## src/rtl/lps_pkg.sv

```systemverilog
package lps_pkg;

    typedef enum logic [1:0] {
        PWR_OFF      = 2'd0,
        PWR_STARTING = 2'd1,
        PWR_ACTIVE   = 2'd2,
        PWR_STOPPING = 2'd3
    } pwr_phase_e;

    typedef struct packed {
        logic [7:0]  cmd;
        logic [1:0]  len;
        logic [15:0] value;
        logic        pause;
    } step_t;

    localparam int UP_STEPS   = 44;
    localparam int DOWN_STEPS = 4;
    localparam int ALL_STEPS  = UP_STEPS + DOWN_STEPS;
    localparam int IDX_W      = $clog2(ALL_STEPS);

    function automatic step_t mk_step(logic [7:0] c, logic [1:0] n,
                                      logic [15:0] v, logic p);
        step_t s;
        s.cmd   = c;
        s.len   = n;
        s.value = v;
        s.pause = p;
        return s;
    endfunction

endpackage

```

## src/rtl/lps_script_rom.sv

```systemverilog
module lps_script_rom
    import lps_pkg::*;
(
    input  logic [IDX_W-1:0] idx,
    output step_t            step
);

    // Power-up occupies 0..UP_STEPS-1, power-down follows it.
    always_comb begin
        step = '0;
        unique case (idx)
            6'd0:  step = mk_step(8'h00, 2'd0, 16'h0000, 1'b1);
            6'd1:  step = mk_step(8'h00, 2'd0, 16'h0000, 1'b1);
            6'd2:  step = mk_step(8'h00, 2'd0, 16'h0000, 1'b1);
            6'd3:  step = mk_step(8'hB0, 2'd1, 16'h0017, 1'b0);
            6'd4:  step = mk_step(8'hBC, 2'd1, 16'h0080, 1'b0);
            6'd5:  step = mk_step(8'h3B, 2'd1, 16'h0000, 1'b0);
            6'd6:  step = mk_step(8'hB0, 2'd1, 16'h0016, 1'b0);
            6'd7:  step = mk_step(8'hB8, 2'd2, 16'hFFF9, 1'b0);
            6'd8:  step = mk_step(8'h11, 2'd0, 16'h0000, 1'b0);
            6'd9:  step = mk_step(8'hBA, 2'd1, 16'h0001, 1'b0);
            6'd10: step = mk_step(8'hBB, 2'd1, 16'h0000, 1'b0);
            6'd11: step = mk_step(8'h3A, 2'd1, 16'h0060, 1'b0);
            6'd12: step = mk_step(8'hBF, 2'd1, 16'h0010, 1'b0);
            6'd13: step = mk_step(8'hB1, 2'd1, 16'h0056, 1'b0);
            6'd14: step = mk_step(8'hB2, 2'd1, 16'h0033, 1'b0);
            6'd15: step = mk_step(8'hB3, 2'd1, 16'h0011, 1'b0);
            6'd16: step = mk_step(8'hB3, 2'd1, 16'h0011, 1'b0);
            6'd17: step = mk_step(8'hB4, 2'd1, 16'h0002, 1'b0);
            6'd18: step = mk_step(8'hB5, 2'd1, 16'h002B, 1'b0);
            6'd19: step = mk_step(8'hB6, 2'd1, 16'h0040, 1'b0);
            6'd20: step = mk_step(8'hB7, 2'd1, 16'h0003, 1'b0);
            6'd21: step = mk_step(8'hB9, 2'd1, 16'h0004, 1'b0);
            6'd22: step = mk_step(8'hBD, 2'd1, 16'h0004, 1'b0);
            6'd23: step = mk_step(8'hBE, 2'd1, 16'h0000, 1'b0);
            6'd24: step = mk_step(8'hC0, 2'd1, 16'h0011, 1'b0);
            6'd25: step = mk_step(8'hC1, 2'd1, 16'h0011, 1'b0);
            6'd26: step = mk_step(8'hC2, 2'd1, 16'h0011, 1'b0);
            6'd27: step = mk_step(8'hC3, 2'd2, 16'h2040, 1'b0);
            6'd28: step = mk_step(8'hC4, 2'd2, 16'h60C0, 1'b0);
            6'd29: step = mk_step(8'hC5, 2'd2, 16'h1020, 1'b0);
            6'd30: step = mk_step(8'hC6, 2'd2, 16'h60C0, 1'b0);
            6'd31: step = mk_step(8'hC7, 2'd2, 16'h5533, 1'b0);
            6'd32: step = mk_step(8'hC8, 2'd1, 16'h0000, 1'b0);
            6'd33: step = mk_step(8'hC9, 2'd1, 16'h0000, 1'b0);
            6'd34: step = mk_step(8'hCA, 2'd1, 16'h0000, 1'b0);
            6'd35: step = mk_step(8'hEC, 2'd2, 16'h01F0, 1'b0);
            6'd36: step = mk_step(8'hCF, 2'd1, 16'h0002, 1'b0);
            6'd37: step = mk_step(8'hD0, 2'd2, 16'h0804, 1'b0);
            6'd38: step = mk_step(8'hD1, 2'd1, 16'h0001, 1'b0);
            6'd39: step = mk_step(8'hD2, 2'd2, 16'h0000, 1'b0);
            6'd40: step = mk_step(8'hD3, 2'd2, 16'h0D0E, 1'b0);
            6'd41: step = mk_step(8'hD4, 2'd2, 16'h11A4, 1'b0);
            6'd42: step = mk_step(8'hD5, 2'd1, 16'h000E, 1'b0);
            6'd43: step = mk_step(8'h29, 2'd0, 16'h0000, 1'b0);
            6'd44: step = mk_step(8'h28, 2'd0, 16'h0000, 1'b0);
            6'd45: step = mk_step(8'hB8, 2'd2, 16'h8002, 1'b0);
            6'd46: step = mk_step(8'h10, 2'd0, 16'h0000, 1'b0);
            6'd47: step = mk_step(8'hB0, 2'd1, 16'h0000, 1'b0);
            default: step = '0;
        endcase
    end

endmodule

```

## src/rtl/lps_pause_timer.sv

```systemverilog
module lps_pause_timer #(
    parameter int CYCLES = 125000
) (
    input  logic clk,
    input  logic rst_n,
    input  logic start,
    output logic busy,
    output logic expired
);

    localparam int CNT_W = (CYCLES < 2) ? 1 : $clog2(CYCLES + 1);
    localparam logic [CNT_W-1:0] LOAD = CNT_W'(CYCLES - 1);

    logic [CNT_W-1:0] cnt;
    logic             run;

    always_ff @(posedge clk or negedge rst_n) begin
        if (!rst_n) begin
            cnt <= '0;
            run <= 1'b0;
        end else if (start) begin
            cnt <= LOAD;
            run <= 1'b1;
        end else if (run) begin
            if (cnt == '0) run <= 1'b0;
            else           cnt <= cnt - 1'b1;
        end
    end

    assign busy    = run;
    assign expired = run && (cnt == '0);

    AST_TMR_NO_RESTART: assert property (@(posedge clk) disable iff (!rst_n)
        start |-> !run);
    AST_TMR_IN_RANGE: assert property (@(posedge clk) disable iff (!rst_n)
        run |-> cnt <= LOAD);

endmodule

```

## src/rtl/lps_req_hold.sv

```systemverilog
module lps_req_hold (
    input  logic clk,
    input  logic rst_n,
    input  logic busy,
    input  logic start_req,
    input  logic stop_req,
    output logic pend_start,
    output logic pend_stop
);

    always_ff @(posedge clk or negedge rst_n) begin
        if (!rst_n) begin
            pend_start <= 1'b0;
            pend_stop  <= 1'b0;
        end else if (!busy) begin
            pend_start <= 1'b0;
            pend_stop  <= 1'b0;
        end else if (stop_req) begin
            pend_start <= 1'b0;
            pend_stop  <= 1'b1;
        end else if (start_req) begin
            pend_start <= 1'b1;
            pend_stop  <= 1'b0;
        end
    end

    AST_PEND_EXCLUSIVE: assert property (@(posedge clk) disable iff (!rst_n)
        $onehot0({pend_start, pend_stop}));

endmodule

```

## src/rtl/lcd_pwr_seq.sv

```systemverilog
module lcd_pwr_seq
    import lps_pkg::*;
#(
    parameter int CLK_HZ       = 125_000_000,
    parameter int PAUSE_CYCLES = CLK_HZ / 1000
) (
    input  logic        clk,
    input  logic        rst_n,
    input  logic        start_req,
    input  logic        stop_req,
    input  logic        wr_done,
    output logic [1:0]  pwr_state,
    output logic        wr_valid,
    output logic [7:0]  wr_cmd,
    output logic [1:0]  wr_len,
    output logic [15:0] wr_data
);

    localparam logic [IDX_W-1:0] UP_LAST    = IDX_W'(UP_STEPS - 1);
    localparam logic [IDX_W-1:0] DOWN_FIRST = IDX_W'(UP_STEPS);
    localparam logic [IDX_W-1:0] DOWN_LAST  = IDX_W'(ALL_STEPS - 1);

    typedef enum logic [2:0] {
        ST_OFF,
        ST_UP_WRITE,
        ST_UP_PAUSE,
        ST_LIVE,
        ST_DOWN_WRITE
    } seq_state_e;

    seq_state_e       state, state_nxt;
    logic [IDX_W-1:0] idx, idx_nxt;
    step_t            step;
    logic             tmr_start, tmr_busy, tmr_expired;
    logic             pend_start, pend_stop, busy;
    pwr_phase_e       phase;

    lps_script_rom u_rom (
        .idx  (idx),
        .step (step)
    );

    lps_pause_timer #(.CYCLES(PAUSE_CYCLES)) u_timer (
        .clk     (clk),
        .rst_n   (rst_n),
        .start   (tmr_start),
        .busy    (tmr_busy),
        .expired (tmr_expired)
    );

    assign busy = (state == ST_UP_WRITE) || (state == ST_UP_PAUSE) ||
                  (state == ST_DOWN_WRITE);

    lps_req_hold u_hold (
        .clk        (clk),
        .rst_n      (rst_n),
        .busy       (busy),
        .start_req  (start_req),
        .stop_req   (stop_req),
        .pend_start (pend_start),
        .pend_stop  (pend_stop)
    );

    // Next-state and step index
    always_comb begin
        state_nxt = state;
        idx_nxt   = idx;
        tmr_start = 1'b0;
        unique case (state)
            ST_OFF: begin
                if (start_req || pend_start) begin
                    state_nxt = ST_UP_WRITE;
                    idx_nxt   = '0;
                end
            end
            ST_UP_WRITE: begin
                if (wr_done) begin
                    if (step.pause) begin
                        state_nxt = ST_UP_PAUSE;
                        tmr_start = 1'b1;
                    end else if (idx == UP_LAST) begin
                        state_nxt = ST_LIVE;
                    end else begin
                        idx_nxt = idx + 1'b1;
                    end
                end
            end
            ST_UP_PAUSE: begin
                if (tmr_expired) begin
                    state_nxt = ST_UP_WRITE;
                    idx_nxt   = idx + 1'b1;
                end
            end
            ST_LIVE: begin
                if (stop_req || pend_stop) begin
                    state_nxt = ST_DOWN_WRITE;
                    idx_nxt   = DOWN_FIRST;
                end
            end
            ST_DOWN_WRITE: begin
                if (wr_done) begin
                    if (idx == DOWN_LAST) state_nxt = ST_OFF;
                    else                  idx_nxt   = idx + 1'b1;
                end
            end
            default: state_nxt = ST_OFF;
        endcase
    end

    // State register
    always_ff @(posedge clk or negedge rst_n) begin
        if (!rst_n) begin
            state <= ST_OFF;
            idx   <= '0;
        end else begin
            state <= state_nxt;
            idx   <= idx_nxt;
        end
    end

    // Outputs
    always_comb begin
        phase    = PWR_OFF;
        wr_valid = 1'b0;
        unique case (state)
            ST_OFF:        phase = PWR_OFF;
            ST_UP_WRITE: begin
                phase    = PWR_STARTING;
                wr_valid = 1'b1;
            end
            ST_UP_PAUSE:   phase = PWR_STARTING;
            ST_LIVE:       phase = PWR_ACTIVE;
            ST_DOWN_WRITE: begin
                phase    = PWR_STOPPING;
                wr_valid = 1'b1;
            end
            default:       phase = PWR_OFF;
        endcase
        wr_cmd  = wr_valid ? step.cmd   : 8'h00;
        wr_len  = wr_valid ? step.len   : 2'd0;
        wr_data = wr_valid ? step.value : 16'h0000;
    end

    assign pwr_state = phase;

    AST_REQ_HELD: assert property (@(posedge clk) disable iff (!rst_n)
        (wr_valid && !wr_done) |=> (wr_valid && $stable(wr_cmd) &&
                                    $stable(wr_len) && $stable(wr_data)));
    AST_LEN_LEGAL: assert property (@(posedge clk) disable iff (!rst_n)
        wr_valid |-> (wr_len != 2'd3));
    AST_QUIET_IN_PAUSE: assert property (@(posedge clk) disable iff (!rst_n)
        tmr_busy |-> !wr_valid);
    AST_LIVE_AFTER_ON: assert property (@(posedge clk) disable iff (!rst_n)
        (pwr_state == PWR_ACTIVE && $past(pwr_state) != PWR_ACTIVE) |->
        $past(wr_done && wr_valid && wr_cmd == 8'h29));
    AST_OFF_AFTER_DOWN: assert property (@(posedge clk) disable iff (!rst_n)
        (pwr_state == PWR_OFF && $past(pwr_state) == PWR_STOPPING) |->
        $past(wr_done && wr_cmd == 8'hB0 && wr_data == 16'h0000));
    AST_ACTIVE_EXITS: assert property (@(posedge clk) disable iff (!rst_n)
        (pwr_state == PWR_ACTIVE) |=>
        (pwr_state == PWR_ACTIVE || pwr_state == PWR_STOPPING));
    AST_OFF_EXITS: assert property (@(posedge clk) disable iff (!rst_n)
        (pwr_state == PWR_OFF) |=>
        (pwr_state == PWR_OFF || pwr_state == PWR_STARTING));

endmodule

```

## config.mk

```make
export PLATFORM = sky130hd
export DESIGN_NAME = lcd_pwr_seq
export DESIGN_NICKNAME = d
export VERILOG_FILES = /design/src/rtl/lps_pkg.sv /design/src/rtl/lps_script_rom.sv /design/src/rtl/lps_pause_timer.sv /design/src/rtl/lps_req_hold.sv /design/src/rtl/lcd_pwr_seq.sv
export SDC_FILE = /design/constraint.sdc
export NUM_CORES = 1
export LEC_CHECK = 0
export BUFFER_PORTS_ARGS = -buffer_cell sky130_fd_sc_hd__buf_2
export CAP_MARGIN = 10
export CORE_ASPECT_RATIO = 0.75
export CORE_MARGIN = 10
export CORE_UTILIZATION = 60
export CTS_CLUSTER_SIZE = 12
export DETAILED_ROUTE_END_ITERATION = 10
export PLACE_DENSITY_LB_ADDON = 0.25
export SYNTH_ARGS = -nofsm -noshare
export SYNTH_HDL_FRONTEND = slang
export SYNTH_SLANG_ARGS = --single-unit
```

## constraint.sdc

```tcl
create_clock -name clk -period 3.6 [get_ports clk]
set_clock_uncertainty 0.2 [all_clocks]
set_input_delay 0.54 -clock clk [delete_from_list [all_inputs] [get_ports clk]]
set_output_delay 0.54 -clock clk [all_outputs]
set_load 0.02 [all_outputs]
```

---- Yosys cells after proc, flatten, opt, wreduce, memory -nomap -nowiden ----
Memory sizes are Yosys's and may differ from the RTL's.
Cells that the tools add are included.
word-level totals
  ROM bits ................................ 1728
  latch bits .............................. 0
  flip-flop bits (word level) ............. 29
  memories ................................ 1
  word-level logic and storage cells ...... 79
  memory bits (writable) .................. 0
cells by class
  mux-type cells .......................... 38
  equal/unequal tests ..................... 18
  reduce and logical (&&, ||, !) cells .... 14
  magnitude comparators ................... 0
  add/sub/neg operators ................... 2
  multiply operators ...................... 0
  div/mod/pow operators ................... 0
  shifts and indexed selects .............. 0
  bitwise gates (word level) .............. 0
memory list
  name             depth  bits a word  read ports  clocked after Yosys merged registers in  write ports  RTL line              text
  (no name shown)  64     27           1           0                                        0            lps_script_rom.sv:11  unique case (idx)
operators by type and width
  kind                                                   number
  2-to-1 mux 17 bit                                      3
  2-to-1 mux 6 bit                                       8
  case mux 6 bit (5 select lines)                        1
  2-to-1 mux 3 bit                                       8
  inequality test 2 bit, second input constant           9
  logical NOT 17 bit                                     1
  subtractor 17 x 1 -> 17 bit, second input constant     1
  2-to-1 mux 16 bit                                      1
  case mux 3 bit (5 select lines)                        1
  2-to-1 mux 1 bit                                       13
  equality test 6 bit, second input constant             2
  AND reduction 9 bit                                    1
  2-to-1 mux 8 bit                                       1
  AND reduction 7 bit                                    1
  adder 6 x 1 -> 6 bit, second input constant            1
  equality test 3 x 2 -> 1 bit, second input constant    2
  case mux 2 bit (3 select lines)                        1
  nonzero test 5 bit                                     1
  logical OR 1 bit                                       4
  OR reduction 2 bit                                     2
  equality test 3 x 1 -> 1 bit, second input constant    1
  equality test 3 bit, second input constant             1
  logical NOT 3 bit                                      1
  inequality test 3 x 2 -> 1 bit, second input constant  1
  6 further kinds                                        6

---- Longest topological paths before layout ----
Gate-level depths: netlist of the first run.
An unclocked memory read counts as a cell.
  depth in word-level cells ............... 6
  gate-level depth with buffers ........... 9
  depth with buffers taken out ............ 7

---- Hierarchy ----
A second synthesis of the first run with hierarchy kept.
second synthesis, totals
  cell total of the unflattened synthesis .. 433
  area total of the unflattened synthesis .. 3281.9 µm²
modules (own cells, without submodules)
  module           cells each  seq. area each (µm²)  area each (µm²)  times used
  lps_script_rom   200         0.0                   1172.4           1
  lps_pause_timer  116         450.4                 1134.8           1
  lcd_pwr_seq      111         225.2                 894.6            1
  lps_req_hold     6           50.0                  80.1             1

---- Least setup slack after synthesis of the first run ----
OpenSTA, ideal clock, no wires.
  kind .................................... flip-flop to output port
  start point ............................. register idx[0]
  end point ............................... output wr_data[1]
  stages on the path, launching flop included .. 9
  data arrival time ....................... 2.262 ns
  path buffers ............................ 2
  setup slack ............................. 0.598 ns
  cell sequence ........................... dfrtp_1 -> clkbuf_1 -> inv_1 -> ha_1 -> clkbuf_1 -> nand2_1 -> mux4_2 -> o21ai_0 -> and3_1
on the way
  longest elaborated chain between the ends .. 2
RTL lines
  item                      RTL line            text
  start: declaration        lcd_pwr_seq.sv:32   logic [IDX_W-1:0] idx, idx_nxt;
  start signal: assignment  lcd_pwr_seq.sv:117  idx <= idx_nxt;
  memory (64 x 27 bit)      --
  2-to-1 mux 16 bit         lcd_pwr_seq.sv:141  wr_data = wr_valid ? step.value : 16'h0000;
  end: declaration          lcd_pwr_seq.sv:16   output logic [15:0] wr_data
Every way passes these cells.

---- Worst setup path in the final report of the first run ----
  start point ............................. register idx[1]
  end point ............................... output wr_cmd[1]
on the way
  longest elaborated chain between the ends .. 2
RTL lines
  item                  RTL line            text
  memory (64 x 27 bit)  --
  2-to-1 mux 8 bit      lcd_pwr_seq.sv:139  wr_cmd = wr_valid ? step.cmd : 8'h00;
  end: declaration      lcd_pwr_seq.sv:14   output logic [7:0] wr_cmd,
Every way passes these cells.

==> flow_summary.json, run 1 <==
{
  "post-route-min-period_ns": 3.33,
  "cts.sinks": 29,
  "cp-end-kind": "output port",
  "worstPathRequired_ns": 2.86,
  "cts_buffers": 5,
  "fin_hold_ws_ns": 0.0742,
  "synth_edf_count": 0,
  "ant_nets": 0,
  "ys_seq_area_frac": 0.240,
  "maxCapViolations": 0,
  "antenna_found_initial": 0,
  "hold_violations": 0,
  "htree_levels": 2,
  "grt_max_degree": 48,
  "relSlewSlack": 0.469,
  "setup_viol": 0,
  "worstMarginPinSlew_ns": 0.797,
  "cts_tree": "built",
  "avgRoutedWirePerCell_um": 19.1,
  "diodes": 0,
  "rsz0062_at_grt": "false",
  "syn_inst": 405,
  "die_h_um": 81.4,
  "dieArea_mm2": 0.00830,
  "irDropWorstVdd_mv": 0.279,
  "yosys-top-cells-count": "nor2_1, o21ai_0, a21oi_1, nand2_1, dfrtp_1",
  "grtUsageTotal": 0.222,
  "cts-resized-gates": 0,
  "nets": 438,
  "port-buffer-count": 33,
  "synth.top_cell.area_share": 0.240,
  "ys_seq_elements": 29,
  "syn_area_per_cell_um2": 7.45,
  "die_w_um": 102,
  "finalCritPeriodShare": 0.925,
  "synthTopCellsByArea": "dfrtp_1, o21ai_0, a21oi_1",
  "ys_types": 68,
  "io_pins": 34,
  "worstSetupPathType": "reg2out",
  "drc": 0,
  "coreArea_mm2": 0.00487,
  "area_growth_pct": 8.79,
  "path_clk_slew_ns": 0.07,
  "syn-num-nets": 423,
  "start_util": 0.619,
  "drtPass1Iterations": 6,
  "power.density_mw_per_mm2": 195,
  "drt-vias-per-instance": 6.65,
  "gp_congestion": 1.07,
  "status": "completed",
  "first_iter_violations": 476,
  "cts_root_buffer": "clkbuf_8",
  "final_layout_size_suffix_gt1_frac": 0.169,
  "p_leak_nw": 1.33,
  "cp_max_fo": 12,
  "yosysTopAreaCell": "dfrtp_1",
  "tns_ns": 0,
  "drv_slew": 0,
  "syn_area_mm2": 0.00302,
  "ys_warn_count": 0,
  "synth_flop_cell": "dfrtp_1",
  "num_vias": 3194,
  "dp_slack_ns": 0.480,
  "rows": 22,
  "clock_path_buffers": 2,
  "hold_class": "in2async",
  "start_kind": "flop",
  "synthArstFlopShare": 1.00,
  "grt_pass1_wl_mm": 14.9,
  "setup_ws_ns": 0.270,
  "first_global_vias": 2881,
  "clock_latency_ns": 0.29,
  "final_core_util": 0.674,
  "gr-total-overflow": 0,
  "yosys.cell_count.top_type": "nor2_1",
  "clock.fmax_mhz": 300,
  "dp_hpwl_mm": 6.62,
  "cts_setup_buffers": 0,
  "cts_hold_buf": 0,
  "worstPathArrival_ns": 2.59,
  "wirelength_mm": 9.17
}
[report_power, final]
| part | switching, mW | internal [mW] |
|---|---|---|
| sequential | 0.00302 | 0.328 |
| combinational | 0.0231 | 0.0102 |
| clock | 0.123 | 0.151 |
[layout make-up]
class                   instances  area, um^2
well taps                      60        75.1
multi-input cells             326        2100
fillers                       445        1590
inverters                      15        56.3
clock buffers                   7        86.3
flip-flops and latches         29         727
repair buffers                 43         240
[critical path: stages, from the launching register on]
cell and delay, ns:
dfrtp_1 0.50, inv_1 0.27, ha_1 0.30, nand2_1 0.27, mux4_2 0.55, nor2_1 0.10
a21oi_1 0.05, nor2_1 0.09, buf_2 0.17
[worst paths after layout]
kind | end | startpoint | slack (ns) | cells after the start
setup / recovery | wr_cmd[1] | idx[1]$_DFFE_PN0P_ | 0.27 | 8
hold / removal | u_hold.pend_stop$_DFFE_PN0P_ | rst_n | 0.07 | 1
setup reg to reg | idx[2]$_DFFE_PN0P_ | idx[2]$_DFFE_PN0P_ | 0.88 | 6
hold reg to reg | u_timer.cnt[16]$_DFFE_PN0P_ | u_timer.cnt[16]$_DFFE_PN0P_ | 0.31 | 1
max in group asynchronous | idx[0]$_DFFE_PN0P_ | rst_n | 2.65 | 1
min in group clk | u_hold.pend_start$_DFFE_PN0P_ | stop_req | 0.23 | 2
[kinds of logic (layout without fill, tap and decap cells)]
kind of cell               after synthesis  in the layout  synth area share
AOI/OAI and AO/OA                      138            138             0.299
and+or+nand+nor                        154            154             0.267
muxes                                   10             10            0.0427
xor gates and xnor gates                11             11            0.0319
adders and majority gates               13             13            0.0539
buffers and inverters                   50             65            0.0651
DFF                                     29             29             0.240
[routing by layer]
| metal | vias to the layer above | global-route usage | part of all wire |
|---|---|---|---|
| li1 | 1515 | - | - |
| met2 | 202 | 0.303 | 0.41 |
| met3 | 9 | 0.0696 | 0.14 |
| met1 | 1468 | 0.333 | 0.45 |
| met4 | 0 | 0.0407 | 0.0067 |
| met5 | - | 0 | 0 |
[sequential cells by signal (all words and copies together) (netlist names)]
signal	flops
idx	6
u_hold.pend_start	1
u_timer.cnt	17
state	3
u_hold.pend_stop	1
u_timer.busy	1
[placed cells by master, fill, tap and decap left out, types with 3 or more instances in the layout]
| cell | instances |
|---|---|
| o31ai_1 | 5 |
| clkbuf_8 | 6 |
| o2bb2ai_1 | 3 |
| nand2_1 | 32 |
| a31oi_1 | 8 |
| a22oi_1 | 3 |
| ha_1 | 12 |
| inv_1 | 13 |
| a211o_1 | 3 |
| a21oi_1 | 34 |
| or3_1 | 5 |
| buf_2 | 33 |
| o21a_1 | 6 |
| dfrtp_1 | 28 |
| mux2i_1 | 5 |
| o22ai_1 | 5 |
| nor2_1 | 40 |
| o2111ai_1 | 3 |
| or2_2 | 3 |
| nand2b_1 | 9 |
| nand4_1 | 8 |
| nor2b_1 | 7 |
| and3_1 | 7 |
| xor2_1 | 9 |
| o21ai_0 | 35 |
| o211ai_1 | 7 |
| a211oi_1 | 4 |
| buf_4 | 10 |
| nor3_1 | 11 |
| nand3_1 | 16 |
[per-stage QoR]
stage          power [mW]  cell area (um^2)  std cells
3_3_place_gp        0.369              3190        473
6_report            0.639              3280        480
4_1_cts             0.644              3280        480
3_5_place_dp        0.370              3190        473
2_1_floorplan       0.354              3020        405
5_1_grt             0.667              3280        480
Note: power is estimated with default switching activity, not from simulation.
==> inputs of run 2 (changes only) <==
Settings changed: BUFFER_PORTS_ARGS -buffer_cell sky130_fd_sc_hd__buf_2 to not set, DONT_BUFFER_PORTS set to 1.
==> run 2 against run 1 <==
Compared with the run above:
- sequential power is essentially flat
- via count shrank 1.3%
- hold slack gained 0.057 ns
- highest routed layer unchanged
==> flow_summary.json, run 2 (same netlist as run 1, synthesis figures left out) <==
{
  "coreArea_mm2": 0.00487,
  "top_regs": "u_timer.cnt: 17 flops, idx: 6 flops, state: 3 flops",
  "rows": 22,
  "cts_setup_buffers": 0,
  "drv_slew": 0,
  "post-route-min-period_ns": 3.39,
  "min-delay-start": "stop_req",
  "wirelength_mm": 8.90,
  "relSlewSlack": 0.522,
  "fill_cells": 432,
  "area_growth_pct": 5.56,
  "largest_register_ffs": 17,
  "drtPass1Iterations": 5,
  "tns_ns": 0,
  "num_vias": 3151,
  "cts_buffers": 5,
  "layout_commonest_cell": "nor2_1",
  "diodes": 0,
  "cp_max_fo": 12,
  "p_leak_nw": 1.19,
  "maxCapViolations": 0,
  "port-buffer-count": 0,
  "power.density_mw_per_mm2": 198,
  "first_global_vias": 2782,
  "antenna_found_initial": 0,
  "grtUsageTotal": 0.213,
  "start_util": 0.619,
  "path_clk_slew_ns": 0.06,
  "hold_violations": 0,
  "nets": 413,
  "drc": 0,
  "final_layout_size_suffix_gt1_frac": 0.109,
  "worstSetupPathType": "reg2out",
  "multiInputGateArea_mm2": 0.00210,
  "cts_root_buffer": "clkbuf_8",
  "htree_levels": 2,
  "dieArea_mm2": 0.00830,
  "top_register": "u_timer.cnt",
  "cts.sinks": 29,
  "io_pins": 34,
  "gr-total-overflow": 0,
  "drt-vias-per-instance": 6.91,
  "hold_class": "in2reg",
  "crit_start": "idx[1]$_DFFE_PN0P_",
  "rsz0062_at_grt": "false",
  "final_core_util": 0.654,
  "worstPathRequired_ns": 2.86,
  "irDropWorstVdd_mv": 0.215,
  "seqCellArea_um2": 726,
  "grt_max_degree": 48,
  "worstMarginPinSlew_ns": 0.716,
  "clock_path_buffers": 2,
  "r2r-start": "idx[4]$_DFFE_PN0P_",
  "instances_no_fill": 456,
  "first_iter_violations": 318,
  "avgRoutedWirePerCell_um": 19.5,
  "cp-end-kind": "output port",
  "die_h_um": 81.4,
  "grt_pass1_wl_mm": 14.3,
  "final_cell_mix": "nor2_1, o21ai_0, a21oi_1",
  "clock.fmax_mhz": 295,
  "die_w_um": 102,
  "gp_congestion": 1.01,
  "finalCritPeriodShare": 0.942,
  "dpl.cell_count": 446,
  "setup_viol": 0,
  "ant_nets": 0,
  "dp_hpwl_mm": 6.46,
  "status": "completed",
  "worstPathArrival_ns": 2.65,
  "cts_tree": "built",
  "start_kind": "flop",
  "clock_latency_ns": 0.28
}
[run 2: changes by cell type in the layout (fill, tap and decap cells not counted)]
cell	before	now
clkbuf_8	6	5
buf_4	10	16
dlygate4sd3_1	0	1
dfrtp_1	28	29
buf_12	0	1
buf_2	33	0
clkbuf_1	1	3
dfrtp_2	1	0
[run 2: timing repair]
action                                 in CTS  in global routing
resized for setup                           0                  1
hold buffers                                2                  0
endpoints found under the hold margin      29                  0
setup endpoints to repair                   0                  1
[run 2: per-layer routing]
layer  GRT usage  vias up  part of all wire
li1            -     1469                 -
met1       0.330     1496              0.48
met2       0.281      175              0.40
met3      0.0612       11              0.11
met4      0.0351        0            0.0080
met5           0        -                 0
[run 2: worst max-delay path, stage by stage, from the launching register on]
cell     delay (ns)
dfrtp_1        0.51
inv_1          0.28
ha_1           0.32
nand2_1        0.25
mux4_2         0.52
nor2_1         0.10
a21oi_1        0.05
nor2_1         0.35
[run 2: final timing paths]
check / slack [ns] / depth (start not counted) / endpoint
setup / recovery: 0.21 / 7 / wr_cmd[1]
hold / removal: 0.13 / 1 / u_hold.pend_start$_DFFE_PN0P_
setup reg to reg: 0.92 / 6 / idx[2]$_DFFE_PN0P_
hold reg to reg: 0.29 / 1 / u_timer.cnt[16]$_DFFE_PN0P_
max in group asynchronous: 2.53 / 2 / u_timer.cnt[16]$_DFFE_PN0P_
min in group asynchronous: 0.51 / 2 / state[0]$_DFFE_PN0P_
[run 2: cell type report]
type	count	share of cell area
clock buffers	8	0.0251
repair buffers	18	0.0471
flip-flops and latches	29	0.228
well taps	60	0.0236
multi-input cells	326	0.659
inverters	15	0.0177
[run 2: stage by stage]
| stage | cell area, um^2 | setup slack, ns | power, mW | hold slack [ns] |
|---|---|---|---|---|
| 2_1_floorplan | 3020 | 0.598 | 0.354 | 0.0444 |
| 3_5_place_dp | 3070 | 0.470 | 0.360 | 0.0454 |
| 3_3_place_gp | 3070 | 0.566 | 0.360 | 0.0454 |
| 4_1_cts | 3180 | 0.154 | 0.633 | 0.120 |
| 5_1_grt | 3190 | 0.0823 | 0.650 | 0.133 |
| 6_report | 3190 | 0.208 | 0.630 | 0.131 |
[run 2: report_power, final]
group	internal [mW]	total, mW	switching [mW]
logic	0.0117	0.0346	0.0230
clock network	0.137	0.265	0.128
registers	0.328	0.330	0.00229
total	0.477	0.630	0.153
==> inputs of run 3 (changes only) <==
Settings changed: CORE_MARGIN 10 to 2.
==> run 3 against run 2 <==
Compared with the run above:
- final cell count shrank 0.22%
- first-iteration DRC count up 36%
- largest power group is now the clock network
- hold slack worse by 0.016 ns
- critical path depth unchanged
- the flow now finishes with violations (DRC)
- non-clock buffer count decreased by 1
- highest routed layer unchanged
- register-to-register slack got worse by 0.09 ns
- clock power is 36% higher
- maximum frequency grew 1.5%
- largest cell class unchanged
- setup slack improved by 0.052 ns
- die area is 32% lower
- critical endpoint is now wr_data[5]
- combinational power grew 6.6%
- via count rose by 1.6%
==> flow_summary.json, run 3 (same netlist as run 1, synthesis figures left out) <==
{
  "status": "finished, violations left",
  "violations": "DRC",
  "rsz0062_at_grt": "false",
  "maxCapViolations": 0,
  "hold_violations": 0,
  "dp_hpwl_mm": 6.59,
  "layout_commonest_cell": "nor2_1",
  "cts_root_buffer": "clkbuf_8",
  "largest_register_ffs": 17,
  "grtUsageTotal": 0.340,
  "cts.sinks": 29,
  "worstPathArrival_ns": 2.60,
  "avgRoutedWirePerCell_um": 20.2,
  "start_kind": "flop",
  "setup_viol": 0,
  "area_growth_pct": 6.72,
  "worstSetupPathType": "reg2out",
  "power.density_mw_per_mm2": 226,
  "path_delay_family": "compound AO/OA/AOI/OAI gates",
  "worstPathRequired_ns": 2.86,
  "die_h_um": 65.4,
  "post-route-min-period_ns": 3.34,
  "drtPass1Iterations": 11,
  "grt_pass1_wl_mm": 14.9,
  "seqCellArea_um2": 728,
  "p_leak_nw": 1.20,
  "r2r_cells": 5,
  "drc": 2,
  "num_vias": 3202,
  "use_met2": 0.460,
  "antenna_found_initial": 0,
  "io_pins": 34,
  "setup_ws_ns": 0.260,
  "fill_cells": 407,
  "slowest_delay_ns": 0.67,
  "cp_max_fo": 24,
  "top_register": "u_timer.cnt",
  "cts_buffers": 5,
  "first_global_vias": 2822,
  "fin_hold_ws_ns": 0.116,
  "finalCritPeriodShare": 0.928,
  "rows": 22,
  "htree_levels": 2,
  "grt_max_degree": 48,
  "diodes": 0,
  "cts_tree": "built",
  "drt-vias-per-instance": 7.04,
  "dp_slack_ns": 0.462,
  "ant_nets": 0,
  "top_regs": "u_timer.cnt: 17 flops, idx: 6 flops, state: 3 flops",
  "cpMaxStageDelayCell": "dfrtp_1",
  "busiest_layer": "met1",
  "final_layout_size_suffix_gt1_frac": 0.119,
  "wirelength_mm": 9.18,
  "path_clk_slew_ns": 0.07,
  "coreArea_mm2": 0.00487,
  "gr-usage-met3": 0.103,
  "cts_setup_buffers": 0,
  "tns_ns": 0,
  "final_cell_mix": "nor2_1, o21ai_0, a21oi_1",
  "min-delay-start": "stop_req",
  "drv_slew": 0,
  "clock_path_buffers": 2,
  "relSlewSlack": 0.486,
  "use_met1": 0.531,
  "final_core_util": 0.661,
  "r2r_end": "idx[2]$_DFFE_PN0P_",
  "rrSetupSlack_ns": 0.83,
  "r2r-start": "idx[5]$_DFFE_PN0P_",
  "holdPathStages": 1,
  "start_util": 0.619,
  "clock.fmax_mhz": 299,
  "multiInputGateArea_mm2": 0.00210,
  "worstMarginPinSlew_ns": 0.771,
  "clock_latency_ns": 0.28,
  "first_iter_violations": 431,
  "min_to": "u_hold.pend_start$_DFFE_PN0P_",
  "cp_cell_sequence": "inv_1 -> ha_1 -> nor2b_1 -> a31oi_1 -> o21ai_0 -> nand2_1 -> a21oi_1",
  "irDropWorstVdd_mv": 0.250,
  "die_w_um": 85.9,
  "nets": 412,
  "cp-end-kind": "output port",
  "gr-total-overflow": 0,
  "gp_congestion": 0.996,
  "critPathBufInv": 1,
  "hold_class": "in2reg",
  "port-buffer-count": 0,
  "dieArea_mm2": 0.00562
}
run 3: cell count changes in the layout (fill, tap and decap cells not counted):
cell | before | now
clkbuf_1 | 3 | 0
clkinvlp_4 | 0 | 1
buf_4 | 16 | 15
clkbuf_8 | 5 | 6
bufinv_16 | 0 | 1
dfrtp_1 | 29 | 27
dfrtp_2 | 0 | 2
run 3: worst register-to-register path: stages (launching register included):
cell and delay (ns):
dfrtp_1 0.65, nor2b_1 0.65, a21oi_1 0.14, o22ai_1 0.51, nor3_4 0.16, mux2_1 0.34
run 3: what timing repair did:
item	4_1_cts	5_1_grt
hold buffers	2	0
endpoints found under the setup margin	0	4
gates resized for setup	0	3
endpoints found under the hold margin	29	0
run 3: power breakdown:
group / leakage, nW / switching (mW) / internal, mW
combinational: 0.847 / 0.0245 / 0.0124
sequential: 0.299 / 0.00125 / 0.328
clock: 0.0574 / 0.136 / 0.225
run 3: stage by stage:
stage | cell area [um^2] | power, mW | cells
6_report | 3220 | 0.726 | 455
2_1_floorplan | 3020 | 0.354 | 405
3_3_place_gp | 3070 | 0.362 | 445
3_5_place_dp | 3070 | 0.361 | 445
5_1_grt | 3220 | 0.755 | 455
4_1_cts | 3220 | 0.730 | 455
run 3: final cells by class:
class | instances | share of cell area
Multi-Input combinational cell | 326 | 0.652
Timing Repair Buffer | 17 | 0.0443
Sequential cell | 29 | 0.226
Inverter | 15 | 0.0175
Clock buffer | 6 | 0.0256
Clock inverter | 2 | 0.0117
Tap cell | 60 | 0.0233
run 3: worst max path at each step:
stage                              start           to  slack, ns  cells past startpoint
floorplan             idx[0]$_DFFE_PN0P_   wr_data[1]       0.60                      8
global placement      idx[0]$_DFFE_PN0P_   wr_data[0]       0.53                      7
detailed placement    idx[0]$_DFFE_PN0P_   wr_data[5]       0.46                      7
CTS                   idx[0]$_DFFE_PN0P_   wr_data[5]       0.15                      7
global route        state[2]$_DFFE_PN0P_  wr_data[15]       0.09                      5
finish                idx[2]$_DFFE_PN0P_   wr_data[5]       0.26                      7
run 3: routing by layer:
layer	vias up	part of all wire	routed length, um
met1	1537	0.47	4320
li1	1458	-	-
met3	15	0.11	1040
met5	-	0	0
met2	192	0.41	3750
met4	0	0.0082	75
